[src/rtl/bpr_pkg.sv]
package bpr_pkg;
   localparam int BP_W   = 3;
   localparam int PRIO_W = 8;
   localparam int REG_W  = 64;
   typedef logic [BP_W-1:0] bp_t;

   function automatic bp_t bp_sat_inc(input bp_t v);
      return (v == {BP_W{1'b1}}) ? v : bp_t'(v + 1'b1);
   endfunction
endpackage

[src/rtl/bp_clamp.sv]
module bp_clamp #(
   parameter int BP_W  = 3,
   parameter int FLOOR = 1
) (
   input  logic [BP_W-1:0] raw,
   output logic [BP_W-1:0] clamped
);
   localparam logic [BP_W-1:0] FLOOR_V = BP_W'(FLOOR);
   always_comb clamped = (raw < FLOOR_V) ? FLOOR_V : raw;
endmodule

[src/rtl/bp_view.sv]
module bp_view
   import bpr_pkg::*;
(
   input  bp_t  stored,
   input  bp_t  g0_val,
   input  logic alias_on,
   input  logic secure,
   output bp_t  view,
   output bp_t  eff
);
   bp_t g0_inc;
   always_comb begin
      g0_inc = bp_sat_inc(g0_val);
      if (!alias_on)   view = stored;
      else if (secure) view = g0_val;
      else             view = g0_inc;
      eff = alias_on ? g0_inc : stored;
   end
endmodule

[src/rtl/bp_mask_gen.sv]
module bp_mask_gen #(
   parameter int BP_W   = 3,
   parameter int PRIO_W = 8
) (
   input  logic [BP_W-1:0]   bp,
   output logic [PRIO_W-1:0] mask
);
   for (genvar i = 0; i < PRIO_W; i++) begin : g_bit
      localparam logic [BP_W:0] IDX = (BP_W+1)'(i);
      assign mask[i] = (IDX >= {1'b0, bp});
   end
endmodule

[src/rtl/bpr_bank.sv]
module bpr_bank #(
   parameter int G0_MIN = 0
) (
   input  logic                     clk,
   input  logic                     rst_n,
   input  logic                     acc_en,
   input  logic                     acc_wr,
   input  logic                     acc_secure,
   input  logic [bpr_pkg::REG_W-1:0] wr_data,
   output logic [bpr_pkg::REG_W-1:0] rd_data,
   input  logic                     cbp_en,
   input  logic [bpr_pkg::BP_W-1:0] g0_bp,
   output logic                     g0_wr_en,
   output logic [bpr_pkg::BP_W-1:0] g0_wr_data,
   output logic [bpr_pkg::PRIO_W-1:0] grp_mask
);
   import bpr_pkg::*;

   localparam int  RST_VAL = G0_MIN + 1;
   localparam bp_t RST_BP  = BP_W'(RST_VAL);

   if (G0_MIN < 0 || G0_MIN > (2**BP_W) - 2) begin : g_bad_min
      $error("G0_MIN out of range");
   end
   if (PRIO_W != 2**BP_W) begin : g_bad_prio
      $error("PRIO_W must be 2**BP_W");
   end
   if (REG_W <= BP_W) begin : g_bad_reg
      $error("REG_W too narrow");
   end

   bp_t  bp_q, wr_clamped, view, eff;
   logic own_wr;
   logic unused_hi;

   assign unused_hi = ^wr_data[REG_W-1:BP_W];
   assign own_wr    = acc_en && acc_wr && !cbp_en;

   bp_clamp #(.BP_W(BP_W), .FLOOR(RST_VAL)) u_clamp (
      .raw     (wr_data[BP_W-1:0]),
      .clamped (wr_clamped)
   );

   always_ff @(posedge clk) begin
      if (!rst_n)      bp_q <= RST_BP;
      else if (own_wr) bp_q <= wr_clamped;
   end

   bp_view u_view (
      .stored   (bp_q),
      .g0_val   (g0_bp),
      .alias_on (cbp_en),
      .secure   (acc_secure),
      .view     (view),
      .eff      (eff)
   );

   bp_mask_gen #(.BP_W(BP_W), .PRIO_W(PRIO_W)) u_mask (
      .bp   (eff),
      .mask (grp_mask)
   );

   assign rd_data    = {{(REG_W-BP_W){1'b0}}, view};
   assign g0_wr_en   = acc_en && acc_wr && cbp_en && acc_secure;
   assign g0_wr_data = wr_data[BP_W-1:0];
endmodule

[config.mk]
export PLATFORM = sky130hd
export DESIGN_NAME = bpr_bank
export DESIGN_NICKNAME = d
export VERILOG_FILES = /design/src/rtl/bpr_pkg.sv /design/src/rtl/bp_clamp.sv /design/src/rtl/bp_view.sv /design/src/rtl/bp_mask_gen.sv /design/src/rtl/bpr_bank.sv
export SDC_FILE = /design/constraint.sdc
export NUM_CORES = 1
export LEC_CHECK = 0
export ABC_AREA = 1
export ABC_CLOCK_PERIOD_IN_PS = 1200
export BUFFER_PORTS_ARGS = -buffer_cell sky130_fd_sc_hd__buf_2
export CORE_UTILIZATION = 27
export CTS_CLUSTER_SIZE = 14
export DETAILED_ROUTE_END_ITERATION = 10
export PLACE_DENSITY = 0.85
export SYNTH_ARGS = -nofsm -noshare
export SYNTH_HDL_FRONTEND = slang
export SYNTH_SLANG_ARGS = --single-unit
[constraint.sdc]
create_clock -name clk -period 1.2 [get_ports clk]
set_clock_uncertainty 0.2 [all_clocks]
set_input_delay 0 -clock clk [delete_from_list [all_inputs] [get_ports clk]]
set_output_delay 0 -clock clk [all_outputs]
set_load 0.03 [all_outputs]
==> results of run 1 <==
## layer usage
metal	vias up	track usage (%)	wire length, um
li1	360	-	-
met2	59	19.54	957
met5	-	0	0
met3	4	2.637	180
met1	319	8.378	513
met4	0	4.422	20
## worst paths after layout
check	end	slack (ns)	cells after the start
max reg2reg	bp_q[2]	0.09	5
max	grp_mask[4]	-0.11	5
min	bp_q[2]	0.10	4
min reg2reg	bp_q[1]	0.30	2
## final cells by class
| class | count | area, sq um |
|---|---|---|
| inverter | 9 | 33.78 |
| fill | 352 | 2046 |
| timing repair buffer | 37 | 276.5 |
| tap | 44 | 55.05 |
| sequential | 3 | 63.81 |
| multi-input combinational | 119 | 551.8 |
| clock buffer | 4 | 26.28 |
## power groups by stage
stage          Sequential (mW)  Clock, mW  Combinational, mW
2_1_floorplan            0.109          0              0.595
3_3_place_gp             0.110          0              0.508
3_5_place_dp             0.110          0              0.514
4_1_cts                  0.110      0.188              0.580
5_1_grt                  0.112      0.194              0.649
6_report                 0.110      0.180              0.608
## placed cells by master (no fill, tap or decap), drive strengths merged
master	instances
a21oi	1
a31oi	1
buf	29
clkbuf	6
conb	62
dfxtp	3
dlygate4sd3	6
ha	1
inv	9
nand2	31
nand3	12
nor2	6
o21ai	3
or2	2
## stage by stage
step,setup TNS (ns),hold WS (ns)
4_1_cts,-0.5441,0.09829
6_report,-0.5188,0.1031
5_1_grt,-0.9606,0.1516
3_3_place_gp,-0.03204,0.01072
2_1_floorplan,-0.1336,-0.1158
3_5_place_dp,-0.2306,0.01660
## logic make-up (layout without fill, tap and decap cells)
group | Yosys count | in the layout
buffers and inverters | 75 | 50
AND/OR/NAND/NOR | 51 | 51
AO/OA/AOI/OAI | 5 | 5
flip-flops | 3 | 3
other | 2 | 62
adder cells (fa/ha/maj) | 1 | 1
## worst max-delay path: cells and delay by family, from the launching register on
| family | cells | cell delay [ns] |
|---|---|---|
| buf+inv | 1 | 0.12 |
| flops | 1 | 0.32 |
| simple gates | 4 | 0.42 |
## timing repair
action / in CTS / in global routing
endpoints found under the setup margin: 10 / 11
pin swaps: 6 / 2
hold buffers: 6 / 0
endpoints found under the hold margin: 3 / 0
cloned: 0 / 0
gates resized for setup: 21 / 15
setup buffers: 5 / 0
==> flow_summary.yaml, run 1 <==
status:
  status: "complete, but fails checks"
  violations: "setup timing"
synth:
  yosysMostFrequentCell: "buf_4"
  synth_top_area_cell: "buf_4"
  synth_flop_cell: "dfxtp_1"
  async_flop_share_pct: 0
  synth_cell_types: 17
  ys.warnings.count: 0
  avgSynthCellArea_sq_um: 6.338
  synth_top_family_by_area: "buffers and inverters"
  netlist.area_leader.share_pct: 56.20
  ys_ff_latch: 3
  synth_area_leaders: "buf_4, nand2_1, dfxtp_1"
  synth-seq-area-share_pct: 6.916
  yosys.area_share.simple_pct: 26.37
  yosys-top-cells-count: "buf_4, nand2_1, nand3_1, inv_1, nor2_1"
  synth_mux_area_share_pct: 0
  synth_area_sq_um: 868.3
  synthAdderAreaFrac_pct: 1.441
  synth_compound_area_share_pct: 3.026
  synth_edf_count: 0
  synth_xor_area_share_pct: 0
  syn_inst: 137
sta:
  rsz0062_at_grt: "true"
  fin_ws_ns: -0.1091
  min_period_ns: 1.309
  finalMaxSlewViolations: 0
  finalSetupViolations: 7
  layout_worst_path_cycle_share_pct: 109.1
  hold_viol: 0
  max_freq_mhz: 763.9
floorplanning:
  start_util_pct: 28.44
  core_sq_mm: 0.003053
  core.rowCount: 20
  num_io_pins: 149
  die_y_um: 58.71
  dieArea_sq_mm: 0.003447
  dieWidth_um: 58.71
final_layout:
  largest_register_ff_count: 3
  synthToLayoutAreaGrowth_pct: 15.99
  largestRegisters: "bp_q: 3 flops"
  layout-drive-gt1-share_pct: 31.98
  regMostFlops: "bp_q"
  stdcell_count: 216
  fin_nets: 247
  final_area_sq_mm: 0.001007
  utilization_pct: 32.99
  num_antenna_cells: 0
pwr:
  p_sw_mw: 0.5206
  power.density_mw_per_mm2: 891.9
  vdd.ir_drop.worst_mv: 0.4492
  seqPwrFrac_pct: 12.3
  power_frac_comb_pct: 67.7
  clkPwrFrac_pct: 20.0
  p_sw_share_pct: 57.95
  internal-power_mw: 0.3777
  power_mw: 0.8983
  leakage_nw: 0.6028
routing:
  first_iter_violations: 4
  viasPerCell: 3.435
  drcViolationCount: 0
  wirelength_um: 1670
  ant_nets: 0
  avgRoutedWirePerCell_um: 7.731
  vias: 742
  dr.pass1.iters: 4
global_routing:
  antenna_found_initial: 0
  grt_max_degree: 10
  grt_pass1_vias: 641
  grt_usage_pct: 9.526
  overflow: 0
  grt_pass1_wl_um: 2525
setup_path:
  slowest_stage: "dfxtp_2"
  crit_chain: "or2_4 -> nand2_1 -> nand2_1 -> nand2_2 -> buf_6"
  regToRegStartpoint: "bp_q[2]"
  end_kind: "output pin"
  arrival_ns: 1.11
  cp_max_fo: 3
  startpoint_type: "flop"
  startpoint: "bp_q[1]"
  critPathMostFrequentCell: "nand2_1"
  slowest_delay_ns: 0.32
  required_ns: 1.00
  crit_type: "reg2out"
placement:
  gp_congestion: 0.7280
  portBuffers: 25
  dp_hpwl_um: 1236
  preCtsSetupSlack_ns: -0.06090
  placed_cell_area_sq_um: 792.0
  placed_cells: 202
cts:
  htreeDepth: 1
  clkTransAtPathRegs_ns: 0.04
  clock-sinks: 3
  max-clock-path-buffers: 2
  cts_buffers: 3
  clockRootBuffer: "clkbuf_4"
  clk_latency_ns: 0.24
  cts_tree: "yes"
job:
  drv_cap: 0
worst_hold_path:
  min_path_type: "in2reg"
  hp-start: "cbp_en"
Power figures use the tool's default switching activity.
==> run 2: changes to the inputs <==
ABC_AREA = not set   (was 1)
PLACE_DENSITY = 0.86   (was 0.85)
==> flow_summary.yaml, run 2 <==
setup_path:
  r2r-end: "bp_q[2]"
  regToRegStartpoint: "bp_q[2]"
  path_delay_family: "flip-flops"
  r2r_setup_slack_ns: 0.24
  required_ns: 1.00
  crit_type: "reg2out"
  crit_buf_inv: 1
  crit_chain: "nand2b_1 -> o31ai_1 -> nand4_1 -> buf_6"
  slowest_stage: "dfxtp_2"
  startpoint_type: "flop"
  cp_max_fo: 3
  arrival_ns: 1.13
  r2r_cells: 3
  slowest_delay_ns: 0.34
  end_kind: "output pin"
synth:
  ys_ff_latch: 3
  synth_top_area_cell: "buf_4"
  netlist.area_leader.share_pct: 57.73
  avgSynthCellArea_sq_um: 7.596
  synth_area_sq_um: 858.3
  yosys-top-cells-count: "buf_4, a21oi_1, mux2i_1"
  synth_cell_types: 27
  ys.warnings.count: 0
  synth_edf_count: 0
  synth-seq-area-share_pct: 6.997
  synth_area_leaders: "buf_4, dfxtp_1, mux2i_1"
  synth_flop_cell: "dfxtp_1"
  yosysMostFrequentCell: "buf_4"
  async_flop_share_pct: 0
  syn_inst: 113
cts:
  htreeDepth: 1
  clk_latency_ns: 0.23
  clock-sinks: 3
  clockRootBuffer: "clkbuf_4"
  cts_buffers: 3
  max-clock-path-buffers: 2
  clkTransAtPathRegs_ns: 0.04
  cts_tree: "yes"
  cts_hold_buf: 6
status:
  violations: "hold timing, setup timing"
  status: "complete, but fails checks"
global_routing:
  overflow: 0
  grt_max_degree: 10
  antenna_found_initial: 0
  grt_pass1_vias: 528
  grt_pass1_wl_um: 2201
  grt_usage_pct: 8.514
job:
  drv_cap: 0
floorplanning:
  core.rowCount: 20
  dieArea_sq_mm: 0.003408
  core_sq_mm: 0.003028
  die_y_um: 58.38
  dieWidth_um: 58.38
  start_util_pct: 28.35
  num_io_pins: 149
routing:
  dr.pass1.iters: 4
  vias: 644
  first_iter_violations: 10
  drcViolationCount: 0
  avgRoutedWirePerCell_um: 8.206
  ant_nets: 0
  viasPerCell: 3.407
  wirelength_um: 1551
final_layout:
  regMostFlops: "bp_q"
  layout-drive-gt1-share_pct: 33.79
  final_common_cell: "conb_1"
  fill_cells: 333
  num_antenna_cells: 0
  largest_register_ff_count: 3
  largestRegisters: "bp_q: 3 flops"
  fin_nets: 220
  utilization_pct: 32.64
  layout_common_cells: "conb_1, buf_2, buf_4"
  synthToLayoutAreaGrowth_pct: 15.16
sta:
  max_freq_mhz: 752.6
  worst_hold_slack_ns: -0.04966
  rsz0062_at_grt: "true"
  fin_ws_ns: -0.1288
  finalMaxSlewViolations: 0
  hold_viol: 2
  finalSetupViolations: 8
  min_period_ns: 1.329
  layout_worst_path_cycle_share_pct: 110.7
  fin_tns_setup_ns: -0.6510
pwr:
  power_mw: 0.8630
  vdd.ir_drop.worst_mv: 0.3555
  leakage_nw: 0.5531
  power.density_mw_per_mm2: 873.1
placement:
  portBuffers: 25
  gp_congestion: 0.7722
  dp_hpwl_um: 1172
worst_hold_path:
  hp-start: "acc_wr"
  whs_endpoint: "bp_q[0]"
  min_path_type: "in2reg"
  holdPathStages: 4
==> run 2: cell count changes in the layout (fill, tap and decap cells not counted), moves of 3 or more <==
cell	delta
nor2_1	-3
nand2_2	-7
mux2i_1	+3
inv_2	-3
nor2b_1	+3
inv_1	-3
nand2_1	-21
nand3_1	-8
==> run 2: metrics by stage <==
stage	hold WS [ns]	setup slack, ns	cells	cell area [sq um]
after floorplan	-0.1282	-0.08167	173	1100
after global placement	0.001895	-0.03070	180	814.5
after detailed placement	0.001124	-0.04731	180	814.5
after CTS	0.2116	-0.1306	190	964.7
after global routing	-0.02855	-0.1735	189	988.4
final	-0.04966	-0.1288	189	988.4
==> run 2: where the power goes <==
group          internal, mW  switching [mW]  total [mW]
combinational         0.141           0.434       0.575
clock                 0.125          0.0538       0.179
sequential            0.105         0.00393       0.109
==> run 2: worst max path at each step <==
stage / startpoint / to / cells after the start
2_1_floorplan: bp_q[2] / grp_mask[1] / 2
3_3_place_gp: g0_bp[0] / grp_mask[0] / 6
3_5_place_dp: g0_bp[0] / grp_mask[6] / 6
4_1_cts: bp_q[2] / grp_mask[0] / 3
5_1_grt: bp_q[2] / grp_mask[0] / 3
6_report: bp_q[0] / grp_mask[6] / 4
==> run 2: cells by family after synthesis <==
logic type,after synthesis,synth area share [%]
buffers and inverters,69,59.04
and+or+nand+nor,18,13.56
AOI/OAI and AO/OA,15,12.39
muxes,4,4.665
DFF,3,6.997
other,2,0.8750
adders and majority gates,1,1.457
xor gates and xnor gates,1,1.021
==> run 2: cell type report <==
| type | count | area, sq um | share of cell area [%] |
|---|---|---|---|
| clock buffers | 4 | 26.28 | 2.658 |
| inverters | 3 | 11.26 | 1.139 |
| multi-input cells | 101 | 585.6 | 59.24 |
| flip-flops and latches | 3 | 63.81 | 6.456 |
| well taps | 44 | 55.05 | 5.570 |
| repair buffers | 34 | 246.5 | 24.94 |
==> run 2: repair_timing <==
action	CTS	global route
cloned	0	0
gates resized for setup	22	10
endpoints found under the hold margin	3	1
setup buffers	0	1
pin swaps	4	2
endpoints found under the setup margin	9	11
==> run 2: metal layers <==
layer | part of all wire, % | vias to the layer above | track usage, %
li1 | - | 309 | -
met1 | 36 | 288 | 8.644
met2 | 54 | 47 | 15.27
met3 | 10 | 0 | 3.956
met4 | 0 | 0 | 3.061
met5 | 0 | - | 0
==> run 2: tightest hold or removal path: cells and delay by family <==
family	cells	cell delay [ns]
buf+inv	1	0.12
simple gates	3	0.23
